### config.mk
export PLATFORM = sky130hd
export DESIGN_NAME = pinmux_xbar
export DESIGN_NICKNAME = d
export VERILOG_FILES = /design/src/rtl/pinmux_pkg.sv /design/src/rtl/pinmux_keygate.sv /design/src/rtl/pinmux_regs.sv /design/src/rtl/pinmux_lane.sv /design/src/rtl/pinmux_xbar.sv
export SDC_FILE = /design/constraint.sdc
export NUM_CORES = 1
export LEC_CHECK = 0
export BUFFER_PORTS_ARGS = -buffer_cell sky130_fd_sc_hd__buf_2
export CAP_MARGIN = 20
export CORE_ASPECT_RATIO = 0.75
export CORE_MARGIN = 2
export CORE_UTILIZATION = 55
export DETAILED_ROUTE_END_ITERATION = 8
export PLACE_DENSITY = 0.76
export RECOVER_POWER = 100
export SYNTH_ARGS = -nofsm -noshare
export SYNTH_HDL_FRONTEND = slang
export SYNTH_HIERARCHICAL = 1
export SYNTH_SLANG_ARGS = --single-unit
### constraint.sdc
create_clock -name clk -period 3.7 [get_ports clk]
set_clock_uncertainty 0.1 [all_clocks]
set_input_delay 0.74 -clock clk [delete_from_list [all_inputs] [get_ports clk]]
set_output_delay 0.74 -clock clk [all_outputs]
set_load 0.1 [all_outputs]
### src/rtl/pinmux_pkg.sv
package pinmux_pkg;
  localparam logic [15:0] KEY_VALUE     = 16'h2D52;
  localparam logic [15:0] KEY_RD_LOCKED = 16'h96A5;
  localparam logic [15:0] KEY_RD_OPEN   = 16'hA596;
  localparam logic [7:0]  CODE_OFF      = 8'h00;
  localparam logic [7:0]  CODE_ANALOG   = 8'hFF;
  localparam int          REG_KEY       = 0;
  localparam int          REG_CTRL      = 1;
  localparam int          REG_MAP0      = 2;
  localparam int          CODE_W        = 8;
endpackage

### src/rtl/pinmux_keygate.sv
module pinmux_keygate
  import pinmux_pkg::*;
#(
  parameter int TIMEOUT = 32,
  parameter int CNT_W   = $clog2(TIMEOUT + 1)
) (
  input  logic             clk,
  input  logic             rst,
  input  logic             key_wr,
  input  logic [15:0]      key_data,
  input  logic             reconfig_en,
  output logic             unlocked,
  output logic             configured,
  output logic [CNT_W-1:0] tmo_cnt
);
  logic key_ok;
  logic may_grant;
  logic close_now;

  assign key_ok    = key_wr && (key_data == KEY_VALUE);
  assign may_grant = !(configured && !reconfig_en);
  assign close_now = (key_wr && !key_ok) || (tmo_cnt == CNT_W'(TIMEOUT - 1));

  always_ff @(posedge clk) begin
    if (rst) begin
      unlocked   <= 1'b0;
      configured <= 1'b0;
      tmo_cnt    <= '0;
    end else if (key_ok && may_grant) begin
      unlocked <= 1'b1;
      tmo_cnt  <= '0;
    end else if (unlocked) begin
      if (close_now) begin
        unlocked <= 1'b0;
        tmo_cnt  <= '0;
        if (!reconfig_en) configured <= 1'b1;
      end else begin
        tmo_cnt <= tmo_cnt + 1'b1;
      end
    end
  end
endmodule

### src/rtl/pinmux_regs.sv
module pinmux_regs
  import pinmux_pkg::*;
#(
  parameter int NUM_PINS = 8,
  parameter int NUM_SRC  = 12,
  parameter int ADDR_W   = 5,
  localparam int MAP_W   = NUM_PINS * CODE_W
) (
  input  logic              clk,
  input  logic              rst,
  input  logic              wr_en,
  input  logic [ADDR_W-1:0] addr,
  input  logic [15:0]       wdata,
  input  logic              unlocked,
  output logic [MAP_W-1:0]  map_flat,
  output logic              reconfig_en,
  output logic              violation
);
  logic ctrl_hit;
  logic [NUM_PINS-1:0] map_hit;

  assign ctrl_hit = wr_en && (addr == ADDR_W'(REG_CTRL));

  for (genvar p = 0; p < NUM_PINS; p++) begin : g_map
    localparam logic [CODE_W-1:0] DEFAULT_CODE =
      (p + 1 <= NUM_SRC) ? CODE_W'(p + 1) : CODE_OFF;
    assign map_hit[p] = wr_en && (addr == ADDR_W'(REG_MAP0 + p));
    always_ff @(posedge clk) begin
      if (rst) begin
        map_flat[p*CODE_W +: CODE_W] <= DEFAULT_CODE;
      end else if (map_hit[p] && unlocked) begin
        map_flat[p*CODE_W +: CODE_W] <= wdata[CODE_W-1:0];
      end
    end
  end

  always_ff @(posedge clk) begin
    if (rst) begin
      reconfig_en <= 1'b0;
      violation   <= 1'b0;
    end else if (unlocked) begin
      if (ctrl_hit) begin
        reconfig_en <= wdata[0];
        if (wdata[1]) violation <= 1'b0;
      end
    end else if (ctrl_hit || (|map_hit)) begin
      violation <= 1'b1;
    end
  end
endmodule

### src/rtl/pinmux_lane.sv
module pinmux_lane
  import pinmux_pkg::*;
#(
  parameter int NUM_SRC = 12
) (
  input  logic              clk,
  input  logic              rst,
  input  logic [CODE_W-1:0] code,
  input  logic [NUM_SRC-1:0] periph,
  output logic              pin_q,
  output logic              ana_q
);
  logic pick;
  logic is_analog;

  assign is_analog = (code == CODE_ANALOG);

  always_comb begin
    pick = 1'b0;
    for (int s = 0; s < NUM_SRC; s++) begin
      if (code == CODE_W'(s + 1)) pick = periph[s];
    end
  end

  always_ff @(posedge clk) begin
    if (rst) begin
      pin_q <= 1'b0;
      ana_q <= 1'b0;
    end else begin
      pin_q <= pick && !is_analog;
      ana_q <= is_analog;
    end
  end
endmodule

### src/rtl/pinmux_xbar.sv
module pinmux_xbar
  import pinmux_pkg::*;
#(
  parameter int NUM_PINS = 8,
  parameter int NUM_SRC  = 12,
  parameter int ADDR_W   = 5,
  parameter int TIMEOUT  = 32,
  localparam int MAP_W   = NUM_PINS * CODE_W,
  localparam int CNT_W   = $clog2(TIMEOUT + 1)
) (
  input  logic                clk,
  input  logic                rst,
  input  logic [ADDR_W-1:0]   bus_addr,
  input  logic                bus_wr_en,
  input  logic [15:0]         bus_wdata,
  output logic [15:0]         bus_rdata,
  input  logic [NUM_SRC-1:0]  periph_in,
  output logic [NUM_PINS-1:0] pin_out,
  output logic [NUM_PINS-1:0] pin_analog_dis
);
  logic             unlocked;
  logic             configured;
  logic [CNT_W-1:0] tmo_cnt;
  logic [MAP_W-1:0] map_flat;
  logic             reconfig_en;
  logic             violation;
  logic             key_wr;
  logic [15:0]      rd_next;

  assign key_wr = bus_wr_en && (bus_addr == ADDR_W'(REG_KEY));

  pinmux_keygate #(.TIMEOUT(TIMEOUT), .CNT_W(CNT_W)) u_gate (
    .clk        (clk),
    .rst        (rst),
    .key_wr     (key_wr),
    .key_data   (bus_wdata),
    .reconfig_en(reconfig_en),
    .unlocked   (unlocked),
    .configured (configured),
    .tmo_cnt    (tmo_cnt)
  );

  pinmux_regs #(.NUM_PINS(NUM_PINS), .NUM_SRC(NUM_SRC), .ADDR_W(ADDR_W)) u_regs (
    .clk        (clk),
    .rst        (rst),
    .wr_en      (bus_wr_en),
    .addr       (bus_addr),
    .wdata      (bus_wdata),
    .unlocked   (unlocked),
    .map_flat   (map_flat),
    .reconfig_en(reconfig_en),
    .violation  (violation)
  );

  for (genvar p = 0; p < NUM_PINS; p++) begin : g_lane
    pinmux_lane #(.NUM_SRC(NUM_SRC)) u_lane (
      .clk   (clk),
      .rst   (rst),
      .code  (map_flat[p*CODE_W +: CODE_W]),
      .periph(periph_in),
      .pin_q (pin_out[p]),
      .ana_q (pin_analog_dis[p])
    );
  end

  always_comb begin
    rd_next = '0;
    if (bus_addr == ADDR_W'(REG_KEY)) begin
      rd_next = unlocked ? KEY_RD_OPEN : KEY_RD_LOCKED;
    end else if (bus_addr == ADDR_W'(REG_CTRL)) begin
      rd_next = {12'd0, configured, unlocked, violation, reconfig_en};
    end else begin
      for (int p = 0; p < NUM_PINS; p++) begin
        if (bus_addr == ADDR_W'(REG_MAP0 + p)) rd_next = {8'd0, map_flat[p*CODE_W +: CODE_W]};
      end
    end
  end

  always_ff @(posedge clk) begin
    if (rst) bus_rdata <= '0;
    else     bus_rdata <= rd_next;
  end
endmodule

Word level (Yosys, flattened, before mapping) --
Cells that the tools add are included. W data, S select, Z words.
Storage, ports and cells: flip-flop bits (word level) 106, input bits 36, output and inout port bits 32, logic and storage cells 315
Cells by class: $add $sub $neg 1, eq/ne operators 117, multiplexer cells 115, bitwise operators 2, reductions and logical operators 50
Operators by type and width (count):
- $eq A8 B4 Y1 const B | 40
- $eq A8 B3 Y1 const B | 32
- $mux W16 | 9
- $eq A8 B2 Y1 const B | 16
- $mux W1 | 103
- $eq A8 B1 Y1 const B | 8
- $eq A8 B8 Y1 const B | 8
- $logic_and A1 B1 Y1 | 30
- $eq A5 B3 Y1 const B | 4
- $eq A16 B14 Y1 const B | 1
- $mux W14 | 1
- $logic_not A1 Y1 | 11
- $eq A5 B2 Y1 const B | 2
- $eq A5 B4 Y1 const B | 2
- $mux W8 | 1
- $reduce_or A8 Y1 | 1
- $add A6 B1 Y6 const B | 1
- $eq A6 B5 Y1 const B | 1
- $mux W6 | 1
- $eq A5 B1 Y1 const B | 1
- $logic_not A5 Y1 | 1
- $reduce_and A4 Y1 | 1
- $reduce_and A3 Y1 | 1
- $logic_or A1 B1 Y1 | 2
- other kinds (6) | 7

Depth between registers and ports, before layout --
Gate-level depths: netlist (run 1).
word-level depth 14, depth in mapped cells 7, depth with buffers taken out 5

Hierarchy --
Netlist (run 1), hierarchy kept.
Modules (own cells, without submodules):
- pinmux_regs | times used 1, cells an instance 245, area each 2565.0 µm², seq. area each 1321.3 µm²
- pinmux_lane | times used 8, cells an instance 24, area each 224.0 µm², seq. area each 40.0 µm²
- pinmux_xbar | times used 1, cells an instance 175, area each 1326.3 µm², seq. area each 220.2 µm²
- pinmux_keygate | times used 1, cells an instance 54, area each 503.0 µm², seq. area each 160.2 µm²

Worst setup path after synthesis (run 1) --
No wires, ideal clock.
path type reg-to-output, from register bus_rdata[12], to output bus_rdata[12], arrival 1356 ps, required time 2860 ps, setup slack 1504 ps, cell stages (with the launch flop) 2, path buffers 1, path through dfxtp_1 > buf_4
RTL lines:
- start, declared | line pinmux_xbar.sv:16 | output logic [15:0] bus_rdata,
- start signal, assigned | line pinmux_xbar.sv:81 | else bus_rdata <= rd_next;
No word-level cell between the ends.

Worst setup path after layout (run 1) --
from input bus_addr[2], to register u_regs.map_flat[15]
On the way: longest elaborated chain between the ends 3
RTL lines:
- start, declared | line pinmux_xbar.sv:13 | input logic [ADDR_W-1:0] bus_addr,
- $eq A5 B2 Y1 | line pinmux_regs.sv:27 | assign map_hit[p] = wr_en && (addr == ADDR_W'(REG_MAP0 + p));
- $logic_and A1 B1 Y1 | line pinmux_regs.sv:27
- $logic_and A1 B1 Y1 | line pinmux_regs.sv:31 | end else if (map_hit[p] && unlocked) begin
- end signal, assigned by index | line pinmux_regs.sv:32 | map_flat[p*CODE_W +: CODE_W] <= wdata[CODE_W-1:0];
- end, declared | line pinmux_regs.sv:15 | output logic [MAP_W-1:0] map_flat,
Every way passes these cells. A chain may end at the register's enable or synchronous reset.

==> results of run 1 <==
==> sequential cells by signal, indices dropped and copies added, names as in the netlist <==
signal / cells
bus_rdata: 11
u_gate/unlocked: 1
g_lane.u_lane/ana_q: 8
u_regs/violation: 1
u_gate/configured: 1
g_lane.u_lane/pin_q: 8
u_regs/reconfig_en: 1
u_gate/tmo_cnt: 6
u_regs/map_flat: 64
==> critical path, cell delays in order <==
cell and delay, ns:
buf_2 0.25, nor3b_1 0.77, nand4_1 0.74, mux2i_1 0.36
==> stage by stage <==
stage          instance area [um^2]  power, uW  hold slack (ns)  util, %  worst slack (ns)
2_1_floorplan                  6190       1333           0.3603        -             1.504
3_3_place_gp                   6419       1409           0.3812    58.66             1.111
3_5_place_dp                   6419       1413           0.3916    58.66             1.038
4_1_cts                        6705       2348           0.4010    61.28             1.376
5_1_grt                        6501       2404           0.4197    59.42            0.7821
6_report                       6501       2331           0.4105    59.42            0.9822
==> layout by cell type, fill, tap and decap left out, types with 16 or more instances in the layout <==
master,Yosys,routed
nor3_1,19,20
mux2_2,17,17
nand3_1,14,18
nor2_1,42,42
mux2i_1,75,75
inv_1,31,31
a21oi_1,16,16
clkbuf_1,13,36
buf_2,10,33
dfxtp_1,101,101
nand2_1,81,81
==> how the worst min path moves through the flow <==
| stage | to | slack, ns | depth (start not counted) |
|---|---|---|---|
| finish | u_regs/map_flat[13] | 0.41 | 2 |
| global route | u_regs/map_flat[5] | 0.42 | 2 |
| CTS | u_regs/map_flat[28] | 0.40 | 2 |
| detailed placement | u_regs/map_flat[28] | 0.39 | 2 |
| global placement | u_regs/map_flat[63] | 0.38 | 2 |
| floorplan | u_regs/reconfig_en | 0.36 | 2 |
==> final cells by class <==
type / instances / area, um^2
Tap cell: 140 / 175.2
Timing Repair Buffer: 69 / 315.3
Clock buffer: 13 / 240.2
Clock inverter: 3 / 46.29
Fill cell: 958 / 4441
Inverter: 32 / 120.1
Multi-Input combinational cell: 490 / 3582
Sequential cell: 101 / 2022
==> kinds of logic (layout without fill, tap and decap cells) <==
logic type,after synthesis,in the layout,share of synthesized area (%)
fa+ha+maj,1,1,0.2022
mux,100,100,18.14
buf+inv,76,117,6.816
compound gates,114,114,15.23
other cells,1,2,0.06062
simple gates,271,271,26.58
flops,101,101,32.69
xor+xnor,2,2,0.2832
==> report_power, final <==
group,leakage (uW),switching (uW),internal [uW]
sequential,0.000817,3.96,1100
clock,0.000134,420,527
combinational,0.00168,207,76.0
total,0.00263,631,1700
==> per-layer routing <==
layer	vias up	routed length, um	track usage [%]
met5	-	0	0
met4	0	350	8.700
met3	34	1593	6.059
met2	264	8200	46.66
met1	2685	7983	42.90
li1	2554	-	-
==> qor.csv, run 1 <==
metric;value;unit
Worst-path clk slew;0.06;ns
RSZ-0062 raised after global routing;false;
clock buffer count from CTS;9;
number of synthesized flops with an enable pin;0;
r2r setup slk;1.30;ns
post-synthesis cell area;6186;um^2
dominant cells by area after synthesis;dfxtp_1 (33%), mux2i_1 (12%), nand2_1 (4.9%);
setup TNS;0;ns
most frequent cell after synthesis;dfxtp_1;
syn avg cell area;9.288;um^2
global route overflow;0;
post-CTS sizing;0;
detailed-route via count;5537;
Worst Tran Pin Value;1.173;ns
status;completed;
synthesized flop and latch total;101;
HPWL after DPL;13.10;mm
Final Non-Filler Cells;848;
Post-CTS Setup Inserts;0;
Row Count;33;
critical path data arrival time;2.87;ns
power per cell area;358.5;nW/um^2
clock tree from TritonCTS;done;
width of the die;126.5;um
Worst IR Drop VDD;0.2238;mV
Max Slew Vio Count;0;
Hold Buf Count CTS;0;
antenna viol nets, final;0;
Die H;95.85;um
area grow syn2layout;5.097;%
kind of critical path;input port to register;
NumNets Final;740;
minimum clock period;2.718;ns
R2R Path End;u_regs/map_flat[15];
DR pass1 iterations;5;
initial antenna violation count;0;
final wirelength;18.13;mm
Inst Count DP;832;
Hold Violations, Final;0;
crit path from;bus_addr[2];
share of cells above drive strength 1;14.12;%
Final setup viols;0;
IO buf count;65;
vias in the first global route;5151;
crit path capture type;register;
HP Start;u_regs/map_flat[13];
CTS Sinks;101;
sequential area share after synthesis;32.69;%
routed len/inst;21.38;um
library cells used by synthesis;81;
CP max FO;27;
post-synthesis cell count;666;
Worst Setup EP;u_regs/map_flat[15];
period utilization;73.45;%
Synthesis Warnings;6;
Post-synth ARST share;0;%
Starting Density;56.54;%
RR Startpoint;u_gate/unlocked;
CP startpoint kind;input port;
Diodes inserted;0;
leak pwr;0.002629;uW
max-cap violations;0;
Max transition margin;20.78;%
HP Class;register to register;
GRT Util Overall;30.17;%
Clk Tree Root Cell;clkbuf_16;
RePlAce Congestion;0.9358;
largest net degree at the start of global routing;48;
num ports;68;
Max Clk Rate;367.9;MHz
top cells by count, synth;dfxtp_1 (101), nand2_1 (81), mux2i_1 (75);
R2R cell count;3;
H-Tree Depth;3;
DR iter-0 viols;590;
Primary FF master, synth;dfxtp_1;
Worst EP required;3.86;ns
drt drc;0;
CTS Buffer Depth;2;
Yosys top cell by area;dfxtp_1;
Vias/cell;6.529;
worst skew pair latency;0.36;ns
first-pass GRT wire length;28.32;mm
die area;12120;um^2
share of the synthesized area in the top cell type;32.69;%
Core ar.;10940;um^2
(Power assumes the default switching activity.)
==> inputs of run 2 (changes only) <==
==> constraint.sdc (replaced) <==
create_clock -name clk -period 2.7 [get_ports clk]
set_clock_uncertainty 0.1 [all_clocks]
set_input_delay 0.54 -clock clk [delete_from_list [all_inputs] [get_ports clk]]
set_output_delay 0.54 -clock clk [all_outputs]
set_load 0.1 [all_outputs]
==> run 2 against run 1 <==
Sequential power increased by 37%. Design area increased by 2.1%. Critical path depth increased by 1. Wire length increased by 2.2%. Clock-buffer cell count decreased by 2. Sequential share of layout area decreased by 0.65 points. Sequential cell count unchanged. Global-route usage increased by 0.63 points. First-iteration DRC count decreased by 13%. Setup slack got worse by 0.56 ns. Highest routed layer unchanged.
==> qor.csv, run 2 (synthesis gave the netlist of run 1 again) <==
metric;value;unit;change
status;completed;;
kind of critical path;input port to register;;
routed wl met2;8.130;mm;-0.85%
Worst-path clk slew;0.07;ns;about the same
Comb pwr share;12.2;%;about the same
P_int;2421;uW;+42%
Final setup viols;0;;unchanged
met3 wire length;1.920;mm;+21%
GRT Util Overall;30.80;%;+0.63 points
clock network power share;41.9;%;+1.2 points
crit path capture type;register;;
CP Buf/Inv Count;2;;+1
antenna viol nets, final;0;;unchanged
Row Count;33;;unchanged
Worst IR Drop VDD;0.3157;mV;+41%
final wirelength;18.52;mm;+2.2%
detailed-route via count;5608;;+1.3%
max-cap violations;0;;unchanged
commonest non-fill, non-tap cells in the layout;dfxtp_1 (101), nand2_1 (81), mux2i_1 (75), nor2_1 (42), clkbuf_1 (36);;
Hold Violations, Final;0;;unchanged
Switching Share;26.40;%;-0.68 points
Diodes inserted;0;;unchanged
worst skew pair latency;0.35;ns;about the same
Reg with most FFs;u_regs/map_flat;;
initial antenna violation count;0;;unchanged
CP dominant cell by count;clkbuf_1;;
Max transition margin;20.82;%;+0.037 points
critical path data arrival time;2.41;ns;-0.46 ns
commonest non-fill, non-tap cell in the layout;dfxtp_1;;
share of cells above drive strength 1;16.55;%;+2.4 points
clock tree from TritonCTS;done;;
Core ar.;10940;um^2;unchanged
NumNets Final;746;;+0.81%
global route overflow;0;;unchanged
DR pass1 iterations;6;;+1
Max Clk Rate;438.9;MHz;
clock buffer count from CTS;9;;unchanged
Net Switching;868.1;uW;+38%
Vias/cell;6.574;;+0.69%
Post-CTS Setup Inserts;0;;unchanged
largest net degree at the start of global routing;32;;-33%
RSZ-0062 raised after global routing;false;;
critical path's slowest cell;clkbuf_1;;
Reg power frac;45.9;%;-1.3 points
M1 wire length;8.020;mm;+0.46%
CP cell instances;clkbuf_1 -> clkbuf_1 -> nor4b_1 -> a221oi_1 -> a22oi_1;;
Max Used Layer;met4;;
Worst Tran Pin Value;1.193;ns;+0.01991 ns
HPWL after DPL;13.46;mm;+2.7%
drt drc;0;;unchanged
Largest register FFs;64;;unchanged
Die H;95.85;um;unchanged
CTS Sinks;101;;unchanged
Filler cells;945;;-1.4%
r2r setup slk;0.78;ns;-0.52 ns
post-CTS sizing;0;;unchanged
Clk Tree Root Cell;clkbuf_16;;
CTS Buffer Depth;2;;unchanged
Max Slew Vio Count;0;;unchanged
Crit path largest cell delay;0.89;ns;+0.12 ns
minimum clock period;2.279;ns;
width of the die;126.5;um;unchanged
power per cell area;495.3;nW/um^2;+38%
Hold Buf Count CTS;0;;unchanged
DR iter-0 viols;512;;-13%
IO buf count;65;;unchanged
leak pwr;0.002678;uW;+1.9%
RePlAce Congestion;0.9588;;+2.5%
Worst EP required;2.83;ns;-1.03 ns
CP max FO;24;;-11%
setup TNS;0;ns;unchanged
CP startpoint kind;input port;;
first-pass GRT wire length;28.86;mm;+1.9%
setup ws final;0.4215;ns;-0.5607 ns
num ports;68;;unchanged
final hold slack;0.3950;ns;-0.01551 ns
HP Class;input port to register;;
vias in the first global route;5270;;+2.3%
worst slack at placement;0.3375;ns;-0.7003 ns
routed len/inst;21.72;um;+1.6%
H-Tree Depth;3;;unchanged
area grow syn2layout;7.342;%;
die area;12120;um^2;unchanged
Starting Density;56.54;%;unchanged
Largest regs;u_regs/map_flat: 64 flops, bus_rdata: 11 flops;;
period utilization;84.39;%;
Largest delay share family, worst path;buffers and inverters;;
## run 2: cell count changes in the layout (fill, tap and decap cells not counted), sizes merged
cell / change
buf: +3
bufinv: +1
clkbuf: +1
clkinv: +1
clkinvlp: -1
## run 2: layer usage
| metal | global-route usage, % | vias to the layer above |
|---|---|---|
| met5 | 0 | - |
| met4 | 11.08 | 0 |
| met3 | 9.172 | 45 |
| met2 | 47.06 | 294 |
| met1 | 41.55 | 2711 |
| li1 | - | 2558 |
## run 2: path summary, 6_finish.rpt
path                     startpoint                  end  cells after the start
hold reg to reg   u_gate/tmo_cnt[1]    u_gate/tmo_cnt[1]                      2
setup reg to reg  u_gate/tmo_cnt[0]    u_gate/configured                      5
setup / recovery                rst         bus_rdata[4]                      5
hold / removal         bus_wdata[3]  u_regs/map_flat[59]                      3
## run 2: final cells by class
type	count	area [um^2]	share of cell area [%]
flip-flops and latches	101	2022	30.45
repair buffers	75	350.3	5.276
clock inverters	4	73.82	1.112
multi-input cells	490	3666	55.21
well taps	140	175.2	2.638
clock buffers	11	232.7	3.505
inverters	32	120.1	1.809
## run 2: metrics by stage
| stage | cells | power, uW | utilization, % | area (um^2) |
|---|---|---|---|---|
| final | 853 | 3289 | 60.69 | 6640 |
| after CTS | 853 | 3304 | 61.88 | 6770 |
| after detailed placement | 838 | 1943 | 59.07 | 6464 |
| after global placement | 838 | 1938 | 59.07 | 6464 |
| after global routing | 853 | 3381 | 60.69 | 6640 |
| after floorplan | 667 | 1827 | - | 6190 |
## run 2: power groups by stage
stage	sequential, uW	clock (uW)	combinational [uW]
finish	1510	1380	402
global route	1510	1450	424
CTS	1510	1390	403
detailed placement	1540	0	400
global placement	1540	0	396
floorplan	1620	0	205
## run 2: tightest hold or removal path, stage by stage
cell and delay, ns:
buf_2 0.10, nor2_1 0.04, mux2i_1 0.12
==> inputs of run 3 (changes only) <==
--- a/config.mk
+++ b/config.mk
@@ -9,9 +9,9 @@
 export CAP_MARGIN = 20
 export CORE_ASPECT_RATIO = 0.75
 export CORE_MARGIN = 2
-export CORE_UTILIZATION = 55
+export CORE_UTILIZATION = 54
 export DETAILED_ROUTE_END_ITERATION = 8
-export PLACE_DENSITY = 0.76
+export PLACE_DENSITY = 0.77
 export RECOVER_POWER = 100
 export SYNTH_ARGS = -nofsm -noshare
 export SYNTH_HDL_FRONTEND = slang
==> constraint.sdc (replaced) <==
create_clock -name clk -period 2.09 [get_ports clk]
set_clock_uncertainty 0.1 [all_clocks]
set_input_delay 0.418 -clock clk [delete_from_list [all_inputs] [get_ports clk]]
set_output_delay 0.418 -clock clk [all_outputs]
set_load 0.1 [all_outputs]
==> run 3 against run 2 <==
Critical endpoint is now u_regs/map_flat[49]. Critical path type unchanged. First-iteration DRC count grew 20%. Via count is 4.4% higher. Global-route usage increased by 1.1 points.
==> qor.csv, run 3 (synthesis gave the netlist of run 1 again) <==
metric;value;unit;change
first-pass GRT wire length;30.86;mm;+6.9%
H-Tree Depth;3;;unchanged
Crit path largest cell delay;0.75;ns;-0.14 ns
RR Startpoint;u_gate/tmo_cnt[0];;
Worst IR Drop VDD;0.3911;mV;+24%
largest net degree at the start of global routing;33;;+3.1%
Largest delay share family, worst path;buffers and inverters;;
HP Start;bus_wdata[3];;
Largest regs;u_regs/map_flat: 64 flops, bus_rdata: 11 flops;;
kind of critical path;input port to register;;
Max Slew Vio Count;0;;unchanged
Core ar.;11070;um^2;+1.1%
critical path's slowest cell;clkbuf_1;;
crit path capture type;register;;
Reg power frac;47.2;%;+1.3 points
leak pwr;0.002927;uW;+9.3%
HPWL after DPL;14.52;mm;+7.9%
Worst EP required;2.26;ns;-0.57 ns
CP cell instances;clkbuf_1 -> clkbuf_1 -> nor2_1 -> mux2i_1;;
GRT Util Overall;31.88;%;+1.1 points
commonest non-fill, non-tap cell in the layout;dfxtp_1;;
post-CTS sizing;0;;unchanged
Filler cells;957;;+1.3%
minimum clock period;1.932;ns;
Die H;96.69;um;+0.88%
num ports;68;;unchanged
Max transition margin;38.42;%;+18 points
power per cell area;594.8;nW/um^2;+20%
Switching Share;28.44;%;+2.0 points
Hold Violations, Final;0;;unchanged
worst slack at placement;0.02160;ns;-0.3159 ns
initial antenna violation count;0;;unchanged
CP Buf/Inv Count;2;;unchanged
CTS Sinks;101;;unchanged
critical path data arrival time;2.10;ns;-0.31 ns
Inst Count DP;869;;+3.7%
clock network power share;39.1;%;-2.8 points
drt drc;0;;unchanged
width of the die;127.6;um;+0.89%
final wirelength;19.43;mm;+4.9%
detailed-route via count;5857;;+4.4%
Post-CTS Setup Inserts;0;;unchanged
die area;12340;um^2;+1.8%
Worst Tran Pin Value;0.9237;ns;-0.2692 ns
HP Class;input port to register;;
Hold EP;u_regs/map_flat[59];;
CTS Buffer Depth;2;;unchanged
Tot Pwr;4124;uW;+25%
R2R Path End;u_gate/configured;;
clock buffer count from CTS;9;;unchanged
clock tree from TritonCTS;done;;
RePlAce Congestion;0.9598;;+0.10%
Largest register FFs;64;;unchanged
Worst-path clk slew;0.07;ns;about the same
Seq. cell area;2022;um^2;unchanged
max-cap violations;0;;unchanged
NumNets Final;777;;+4.2%
Row Count;33;;unchanged
commonest non-fill, non-tap cells in the layout;dfxtp_1 (101), nand2_1 (81), mux2i_1 (75), nor2_1 (42), buf_4 (32);;
Reg with most FFs;u_regs/map_flat;;
worst skew pair latency;0.36;ns;about the same
Clk Tree Root Cell;clkbuf_16;;
global route overflow;0;;unchanged
CP max FO;20;;-17%
setup ws final;0.1577;ns;-0.2638 ns
Net Switching;1173;uW;+35%
DR iter-0 viols;612;;+20%
setup TNS;0;ns;unchanged
Max Clk Rate;517.5;MHz;
antenna viol nets, final;0;;unchanged
Diodes inserted;0;;unchanged
area grow syn2layout;12.10;%;
Final Non-Filler Cells;885;;+3.8%
IO buf count;65;;unchanged
r2r setup slk;0.22;ns;-0.56 ns
Final setup viols;0;;unchanged
period utilization;92.46;%;
CP startpoint kind;input port;;
share of cells above drive strength 1;24.03;%;+7.5 points
CP dominant cell by count;clkbuf_1;;
P_int;2951;uW;+22%
routed len/inst;21.95;um;+1.1%
status;completed;;
Multi-input gate area;3712;um^2;+1.3%
RSZ-0062 raised after global routing;false;;
Starting Density;55.90;%;-0.63 points
Hold Crit Depth;3;;unchanged
Comb pwr share;13.7;%;+1.5 points
Vias/cell;6.618;;+0.66%
DR pass1 iterations;6;;unchanged
vias in the first global route;5661;;+7.4%
Hold Buf Count CTS;0;;unchanged
R2R cell count;5;;unchanged
==> run 3: layer usage <==
layer	vias up	global-route usage (%)	share of wire [%]
met3	50	7.522	8.8
met5	-	0	0
met4	0	9.045	2.0
met1	2849	44.31	44
met2	332	49.57	46
li1	2626	-	-
==> run 3: worst max path at each step <==
stage | startpoint | endpoint | slack, ns | cells past startpoint
floorplan | bus_rdata[12] | bus_rdata[12] | 0.22 | 1
global placement | bus_addr[2] | bus_rdata[5] | 0.02 | 6
detailed placement | bus_addr[2] | bus_rdata[5] | 0.02 | 6
CTS | u_gate/tmo_cnt[0] | u_gate/configured | 0.23 | 5
global route | rst | u_regs/map_flat[0] | 0.10 | 4
finish | rst | u_regs/map_flat[49] | 0.16 | 4
==> run 3: final cells by class <==
| type | instances | share of cell area, % |
|---|---|---|
| inverter | 32 | 1.732 |
| clock buffer | 10 | 3.446 |
| timing repair buffer | 106 | 9.058 |
| tap | 140 | 2.526 |
| multi-input combinational | 490 | 53.54 |
| sequential | 101 | 29.16 |
| clock inverter | 6 | 0.5413 |
==> run 3: metrics by stage <==
step / utilization [%] / area [um^2] / hold slack [ns]
2_1_floorplan: - / 6190 / 0.3603
3_3_place_gp: 60.74 / 6721 / 0.3780
3_5_place_dp: 60.74 / 6721 / 0.3904
4_1_cts: 63.24 / 6998 / 0.2717
5_1_grt: 62.66 / 6934 / 0.3216
6_report: 62.66 / 6934 / 0.2718
==> run 3: worst register-to-register path: stages (launching register included) <==
cell,delay (ns)
dfxtp_1,0.39
ha_1,0.22
nand3_1,0.12
or3b_1,0.51
o21ba_1,0.21
a211oi_1,0.23
==> run 3: power groups by stage <==
stage	registers, uW	clock network, uW	logic, uW
after global routing	1950	1710	591
after detailed placement	1990	0	558
final	1950	1610	565
after floorplan	2100	0	265
after CTS	1950	1620	560
after global placement	1990	0	551
